===== src/rtl/evt_pkg.sv =====
package evt_pkg;
  localparam logic [7:0] CODE_SNOOP  = 8'h22;
  localparam logic [7:0] CODE_LOOKUP = 8'h34;
  localparam logic [7:0] CODE_OCC    = 8'h80;

  typedef struct packed {
    logic       runEn;
    logic       invEn;
    logic       edgeEn;
    logic [7:0] cMask;
    logic [7:0] uMask;
    logic [7:0] evSel;
  } cfg_t;

  typedef struct packed {
    logic cntLoad;
    logic cntRun;
    logic edgeClr;
  } strobe_t;

  function automatic int cntWidth(int lanes, int occW);
    int laneW;
    laneW = $clog2(lanes + 1);
    return (laneW > occW) ? laneW : occW;
  endfunction
endpackage


===== src/rtl/evt_ctrl.sv =====
module evt_ctrl #(
  parameter int CNT_W = 48
) (
  input  logic             clk,
  input  logic             rstN,
  input  logic             wrEn,
  input  logic             wrAddr,
  input  logic [26:0]      cfgData,
  input  logic             rdAddr,
  input  logic [CNT_W-1:0] cntValue,
  output evt_pkg::cfg_t    cfg,
  output evt_pkg::strobe_t strobes,
  output logic [CNT_W-1:0] rdData
);
  evt_pkg::cfg_t cfgQ;

  always_ff @(posedge clk) begin
    if (!rstN) begin
      cfgQ <= '0;
    end else if (wrEn && !wrAddr) begin
      cfgQ <= '{runEn:  cfgData[26],
                invEn:  cfgData[25],
                edgeEn: cfgData[24],
                cMask:  cfgData[23:16],
                uMask:  cfgData[15:8],
                evSel:  cfgData[7:0]};
    end
  end

  always_comb begin
    strobes.cntLoad = wrEn && wrAddr;
    strobes.cntRun  = cfgQ.runEn;
    strobes.edgeClr = !cfgQ.runEn;
  end

  assign cfg = cfgQ;

  always_comb begin
    if (rdAddr) rdData = cntValue;
    else rdData = CNT_W'({cfgQ.runEn, cfgQ.invEn, cfgQ.edgeEn,
                          cfgQ.cMask, cfgQ.uMask, cfgQ.evSel});
  end

  // a configuration write is visible on the read port one cycle later
  assert_cfg_readback_R7: assert property (@(posedge clk) disable iff (!rstN)
    (wrEn && !wrAddr) |=> (cfgQ.uMask == $past(cfgData[15:8]) && cfgQ.runEn == $past(cfgData[26])));
endmodule


===== src/rtl/evt_sel.sv =====
module evt_sel #(
  parameter int LANES = 4,
  parameter int OCC_W = 5,
  parameter int EV_W  = 5
) (
  input  logic               clk,
  input  logic               rstN,
  input  logic [7:0]         evSel,
  input  logic [7:0]         uMask,
  input  logic [LANES-1:0]   lkValid,
  input  logic [2*LANES-1:0] lkState,
  input  logic [2*LANES-1:0] lkType,
  input  logic [LANES-1:0]   snValid,
  input  logic [3*LANES-1:0] snKind,
  input  logic [2*LANES-1:0] snOrigin,
  input  logic [OCC_W-1:0]   occLevel,
  output logic [EV_W-1:0]    evCount
);
  logic [LANES-1:0] lkHit;
  logic [LANES-1:0] snHit;
  logic [EV_W-1:0]  lkSum;
  logic [EV_W-1:0]  snSum;
  logic             typeFree;
  logic             originFree;

  assign typeFree   = (uMask[7:4] == 4'd0);
  assign originFree = (uMask[7:5] == 3'd0);

  for (genvar i = 0; i < LANES; i++) begin : g_lane
    logic [1:0] st;
    logic [1:0] ty;
    logic [2:0] kind;
    logic [1:0] org;
    logic       typeOk;
    logic       originOk;
    assign st   = lkState[2*i +: 2];
    assign ty   = lkType[2*i +: 2];
    assign kind = snKind[3*i +: 3];
    assign org  = snOrigin[2*i +: 2];
    // request type code t maps to mask bit 4+t; bit 7 also matches every type
    assign typeOk   = typeFree || uMask[7] || uMask[{1'b1, ty}];
    assign originOk = originFree || ((org != 2'd3) && uMask[3'd5 + {1'b0, org}]);
    assign lkHit[i] = lkValid[i] && uMask[{1'b0, st}] && typeOk;
    assign snHit[i] = snValid[i] && (kind <= 3'd4) && uMask[kind] && originOk;
  end

  always_comb begin
    lkSum = '0;
    snSum = '0;
    for (int i = 0; i < LANES; i++) begin
      lkSum = lkSum + EV_W'(lkHit[i]);
      snSum = snSum + EV_W'(snHit[i]);
    end
  end

  always_comb begin
    case (evSel)
      evt_pkg::CODE_LOOKUP: evCount = lkSum;
      evt_pkg::CODE_SNOOP:  evCount = snSum;
      evt_pkg::CODE_OCC:    evCount = uMask[0] ? EV_W'(occLevel) : '0;
      default:              evCount = '0;
    endcase
  end

  // a lookup mask without any state bit yields nothing
  assert_filter_only_R8: assert property (@(posedge clk) disable iff (!rstN)
    (evSel == evt_pkg::CODE_LOOKUP && uMask[3:0] == 4'd0) |-> (evCount == '0));
  // an empty mask yields nothing whatever the lanes carry
  assert_zero_mask_R11: assert property (@(posedge clk) disable iff (!rstN)
    (uMask == 8'd0) |-> (evCount == '0));
  // snoop count never exceeds the number of valid snoop lanes
  assert_snoop_bound_R9: assert property (@(posedge clk) disable iff (!rstN)
    (evSel == evt_pkg::CODE_SNOOP) |-> (32'(evCount) <= $countones(snValid)));
endmodule


===== src/rtl/evt_datapath.sv =====
module evt_datapath #(
  parameter int CNT_W = 48,
  parameter int EV_W  = 5
) (
  input  logic             clk,
  input  logic             rstN,
  input  evt_pkg::strobe_t strobes,
  input  logic [7:0]       cMask,
  input  logic             edgeEn,
  input  logic             invEn,
  input  logic [EV_W-1:0]  evCount,
  input  logic [CNT_W-1:0] loadValue,
  output logic [CNT_W-1:0] cntValue
);
  localparam int CMP_W = (EV_W > 8) ? EV_W : 8;

  logic [CMP_W-1:0] countExt;
  logic [CMP_W-1:0] thrExt;
  logic             thrOn;
  logic             condNow;
  logic             prevCond;
  logic [EV_W-1:0]  incr;
  logic [CNT_W-1:0] cntQ;

  assign countExt = CMP_W'(evCount);
  assign thrExt   = CMP_W'(cMask);
  assign thrOn    = (cMask != 8'd0);

  always_comb begin
    if (thrOn) condNow = invEn ? (countExt < thrExt) : (countExt >= thrExt);
    else       condNow = (evCount != '0);
  end

  always_comb begin
    if (!strobes.cntRun)  incr = '0;
    else if (edgeEn)      incr = EV_W'(condNow && !prevCond);
    else if (thrOn)       incr = EV_W'(condNow);
    else                  incr = evCount;
  end

  always_ff @(posedge clk) begin
    if (!rstN)                prevCond <= 1'b0;
    else if (strobes.edgeClr) prevCond <= 1'b0;
    else                      prevCond <= condNow;
  end

  always_ff @(posedge clk) begin
    if (!rstN)                cntQ <= '0;
    else if (strobes.cntLoad) cntQ <= loadValue;
    else                      cntQ <= cntQ + CNT_W'(incr);
  end

  assign cntValue = cntQ;

  // a software load lands exactly, with no increment on top
  assert_load_R7: assert property (@(posedge clk) disable iff (!rstN)
    strobes.cntLoad |=> (cntValue == $past(loadValue)));
  // a stopped counter keeps its value
  assert_hold_R6: assert property (@(posedge clk) disable iff (!rstN)
    (!strobes.cntRun && !strobes.cntLoad) |=> $stable(cntValue));
  // thresholded or edge modes add at most one per cycle
  assert_unit_step_R3: assert property (@(posedge clk) disable iff (!rstN)
    (strobes.cntRun && !strobes.cntLoad && (edgeEn || thrOn))
      |=> ((cntValue - $past(cntValue)) <= CNT_W'(1)));
  // an edge pulse is never followed by another in the next cycle
  assert_edge_gap_R5: assert property (@(posedge clk) disable iff (!rstN)
    (edgeEn && incr != '0) |=> (!edgeEn || incr == '0));
endmodule


===== src/rtl/qualified_event_counter.sv =====
module qualified_event_counter #(
  parameter int LANES = 4,
  parameter int OCC_W = 5,
  parameter int CNT_W = 48
) (
  input  logic               clk,
  input  logic               rstN,
  input  logic               wrEn,
  input  logic               wrAddr,
  input  logic [CNT_W-1:0]   wrData,
  input  logic               rdAddr,
  output logic [CNT_W-1:0]   rdData,
  input  logic [LANES-1:0]   lkValid,
  input  logic [2*LANES-1:0] lkState,
  input  logic [2*LANES-1:0] lkType,
  input  logic [LANES-1:0]   snValid,
  input  logic [3*LANES-1:0] snKind,
  input  logic [2*LANES-1:0] snOrigin,
  input  logic [OCC_W-1:0]   occLevel
);
  localparam int EV_W = evt_pkg::cntWidth(LANES, OCC_W);

  evt_pkg::cfg_t    cfg;
  evt_pkg::strobe_t strobes;
  logic [EV_W-1:0]  evCount;
  logic [CNT_W-1:0] cntValue;

  evt_ctrl #(.CNT_W(CNT_W)) u_ctrl (
    .clk(clk), .rstN(rstN), .wrEn(wrEn), .wrAddr(wrAddr),
    .cfgData(wrData[26:0]), .rdAddr(rdAddr), .cntValue(cntValue),
    .cfg(cfg), .strobes(strobes), .rdData(rdData)
  );

  evt_sel #(.LANES(LANES), .OCC_W(OCC_W), .EV_W(EV_W)) u_sel (
    .clk(clk), .rstN(rstN), .evSel(cfg.evSel), .uMask(cfg.uMask),
    .lkValid(lkValid), .lkState(lkState), .lkType(lkType),
    .snValid(snValid), .snKind(snKind), .snOrigin(snOrigin),
    .occLevel(occLevel), .evCount(evCount)
  );

  evt_datapath #(.CNT_W(CNT_W), .EV_W(EV_W)) u_dp (
    .clk(clk), .rstN(rstN), .strobes(strobes), .cMask(cfg.cMask),
    .edgeEn(cfg.edgeEn), .invEn(cfg.invEn), .evCount(evCount),
    .loadValue(wrData), .cntValue(cntValue)
  );
endmodule


===== config.mk =====
export PLATFORM = sky130hd
export DESIGN_NAME = qualified_event_counter
export DESIGN_NICKNAME = d
export VERILOG_FILES = /design/src/rtl/evt_pkg.sv /design/src/rtl/evt_ctrl.sv /design/src/rtl/evt_sel.sv /design/src/rtl/evt_datapath.sv /design/src/rtl/qualified_event_counter.sv
export SDC_FILE = /design/constraint.sdc
export NUM_CORES = 1
export LEC_CHECK = 0
export BUFFER_PORTS_ARGS = -buffer_cell sky130_fd_sc_hd__buf_2
export CORE_ASPECT_RATIO = 1.1
export CORE_MARGIN = 2
export CORE_UTILIZATION = 48
export CTS_CLUSTER_DIAMETER = 120
export CTS_CLUSTER_SIZE = 8
export DETAILED_ROUTE_END_ITERATION = 10
export GPL_TIMING_DRIVEN = 0
export PLACE_DENSITY = 0.74
export SLEW_MARGIN = 10
export SYNTH_ARGS = -nofsm -noshare
export SYNTH_HDL_FRONTEND = slang
export SYNTH_SLANG_ARGS = --single-unit

===== constraint.sdc =====
create_clock -name clk -period 6.2 [get_ports clk]
set_input_delay 1.24 -clock clk [delete_from_list [all_inputs] [get_ports clk]]
set_output_delay 1.24 -clock clk [all_outputs]
set_load 0.05 [all_outputs]

==> flow_summary.ini <==
[worst_setup_path]
endpoint_kind = flip-flop
critical_path_peak_fanout = 4
arrival_ns = 6.57
criticalPathCategory = in -> reg
crit_required_ns = 6.42
start_kind = input pin

[run_status]
status = finished with violations
violations = negative setup slack

[sta]
timing.fmax_mhz = 158
setup_viol = 17
layout_setup_ws_ns = -0.144
slew_headroom_pct = 29.6
drv_slew = 0
hold_violations = 0
worst_slew_pin_slew_ns = 1.05
fin_tns_setup_ns = -1.47
rsz0062_at_grt = yes
finalClockSkew_ns = 0.00980
whs_ns = 0.476
period_share_pct = 102
period_minus_slack_ns = 6.34

[synthesis]
synth_edf_count = 0
ys_types = 58
synthCells = 641
synthFlopType = dfxtp_1
synth.ff_latch_count = 76
syn_area_sq_mm = 0.00522
async_reset_ff_share_pct = 0
avgSynthCellArea_sq_um = 8.14
synth-warning-count = 0
seq_area_frac_synth_pct = 29.1
syn_nets = 763

[drt]
vias_per_cell = 5.86
highest_layer = met4
drc = 0
first_pass_iters = 5
vias = 5687
wl_met2_mm = 8.62
route.met3.wl_mm = 1.22
first_iter_violations = 434
wl_met1_mm = 7.19
wl_mm = 17.7
ant_nets = 0
wl_per_cell_um = 18.2

[layout]
instances_no_fill = 971
syn_to_final_growth_pct = 33.8
diodes = 0
drive_above_1_share_pct = 34.8
fillers = 893
fin_nets = 946

[power]
p_leak_nw = 2.84
powerDensity_mw_per_mm2 = 194
ir_drop_mv = 0.144
finalPower_mw = 1.36

[clocking]
cts_tree = built
cts-root-buf = clkbuf_16
clk_pin_slew_worst_paths_ns = 0.06
cts_sinks = 76
numCtsBuffers = 9
postCtsHoldBufs = 0
cts_buffer_depth = 2
cts-htree-levels = 3
insertion_delay_ns = 0.35

[global_routing]
grt_pass1_wl_mm = 26.8
grt.total_usage_pct = 29.3
grt_pass1_vias = 5509
overflow = 0
antenna_found_initial = 0
grt_max_degree = 15

[die]
dieArea_sq_mm = 0.0117
fp-row-count = 39
io_pins = 150
core-area_sq_mm = 0.0105
fp.dieH_um = 113
die_x_um = 103
start_util_pct = 49.8

[job]
drv_cap = 0

[min_path]
hp-class = reg -> reg

[placement]
hpwl_mm = 12.4
place.gp.congestion = 0.961
numPortBuffers = 148
dpl.cell_count = 932
pre_cts_ws_ns = -0.959
[state kept, by name (all words and copies together) (netlist names)]
signal / count
u_dp.cntValue: 48
u_dp.prevCond: 1
u_ctrl.cfg: 27
[layout make-up]
class	count	area, sq um	share of cell area, %
Buffer	34	128	1.83
Clock buffer	11	253	3.62
Clock inverter	4	25.0	0.358
Inverter	19	71.3	1.02
Multi-Input combinational cell	511	3840	55.0
Sequential cell	76	1520	21.8
Tap cell	143	179	2.56
Timing Repair Buffer	173	967	13.9
[worst paths after layout]
| kind | start | slack (ns) | cells past startpoint | endpoint |
|---|---|---|---|---|
| max | snOrigin[0] | -0.14 | 28 | u_dp.cntValue[26]$_SDFF_PN0_ |
| min | u_ctrl.cfg[17]$_SDFFE_PN0P_ | 0.48 | 2 | u_ctrl.cfg[17]$_SDFFE_PN0P_ |
| max reg2reg | u_ctrl.cfg[13]$_SDFFE_PN0P_ | 0.18 | 27 | u_dp.cntValue[26]$_SDFF_PN0_ |
| min reg2reg | u_ctrl.cfg[17]$_SDFFE_PN0P_ | 0.48 | 2 | u_ctrl.cfg[17]$_SDFFE_PN0P_ |
[metal layers]
layer	vias up	global-route usage [%]
li1	2672	-
met3	54	3.92
met5	-	0
met2	256	49.7
met1	2705	37.0
met4	0	12.0
[Yosys cell counts, drive strengths merged, types with 16 or more instances]
cell	count	area share, %
nand3	24	2.4
a21oi	67	6.4
nor3	16	2.1
dfxtp	76	29
nor2	23	1.7
clkbuf	34	2.4
mux2	23	5.0
o21ai	52	5.0
and2	28	3.4
ha	17	4.1
nand2	93	6.7
xnor2	25	4.2
xor2	19	3.2
inv	19	1.4
[power by group]
| group | internal (mW) | switching [mW] | total [mW] |
|---|---|---|---|
| clock network | 0.289 | 0.218 | 0.508 |
| registers | 0.517 | 0.0374 | 0.554 |
| logic | 0.113 | 0.183 | 0.295 |
| total | 0.919 | 0.438 | 1.36 |
[repair_timing]
| item | 4_1_cts | 5_1_grt |
|---|---|---|
| buffers inserted | 18 | 10 |
| endpoints found under the hold margin | 0 | 0 |
| setup endpoints to repair | 44 | 45 |
| cloned | 1 | 0 |
| pin swaps | 25 | 33 |
| resized for setup | 33 | 33 |
[stage by stage]
stage,instance area [sq um],util [%]
2_1_floorplan,5260,-
3_3_place_gp,6180,58.9
3_5_place_dp,6180,58.9
4_1_cts,6760,64.4
5_1_grt,6980,66.6
6_report,6980,66.6
[cells in the final DEF (no fill, tap or decap), types with 20 or more instances in the layout]
master,n
buf_2,145
nand2_1,92
dfxtp_1,76
a21oi_1,65
o21ai_0,46
clkbuf_1,33
and2_1,24
xnor2_1,24
mux2_2,23
buf_4,23
nor2_1,22
nand3_1,20
[cell families (layout without fill, tap and decap cells)]
| family | after synthesis | in the layout | share of synthesized area, % |
|---|---|---|---|
| and+or+nand+nor | 245 | 246 | 25.3 |
| AOI/OAI and AO/OA | 162 | 162 | 18.1 |
| DFF | 76 | 76 | 29.1 |
| buffers and inverters | 55 | 241 | 3.98 |
| xor gates and xnor gates | 44 | 44 | 7.38 |
| muxes | 39 | 39 | 10.9 |
| adders and majority gates | 20 | 20 | 5.23 |
[critical path, cell delays in order]
cell and delay (ns):
buf_4 0.13, ha_4 0.25, mux4_2 0.29, inv_2 0.07, o21ai_2 0.05, and3_4 0.16, ha_4 0.23, fa_2 0.38
ha_4 0.28, nor4bb_4 0.19, o21ai_2 0.10, a21oi_4 0.23, ha_4 0.24, nor2b_4 0.14, a211oi_4 0.27, a311oi_2 0.16
nor3_2 0.25, nor4_2 0.09, o211a_1 0.18, ha_4 0.18, fa_2 0.37, a211oi_4 0.28, o21bai_4 0.13, buf_6 0.15
and2_4 0.15, and3_4 0.17, xnor2_2 0.13, a21oi_2 0.07
Power figures use the tool's default switching activity.
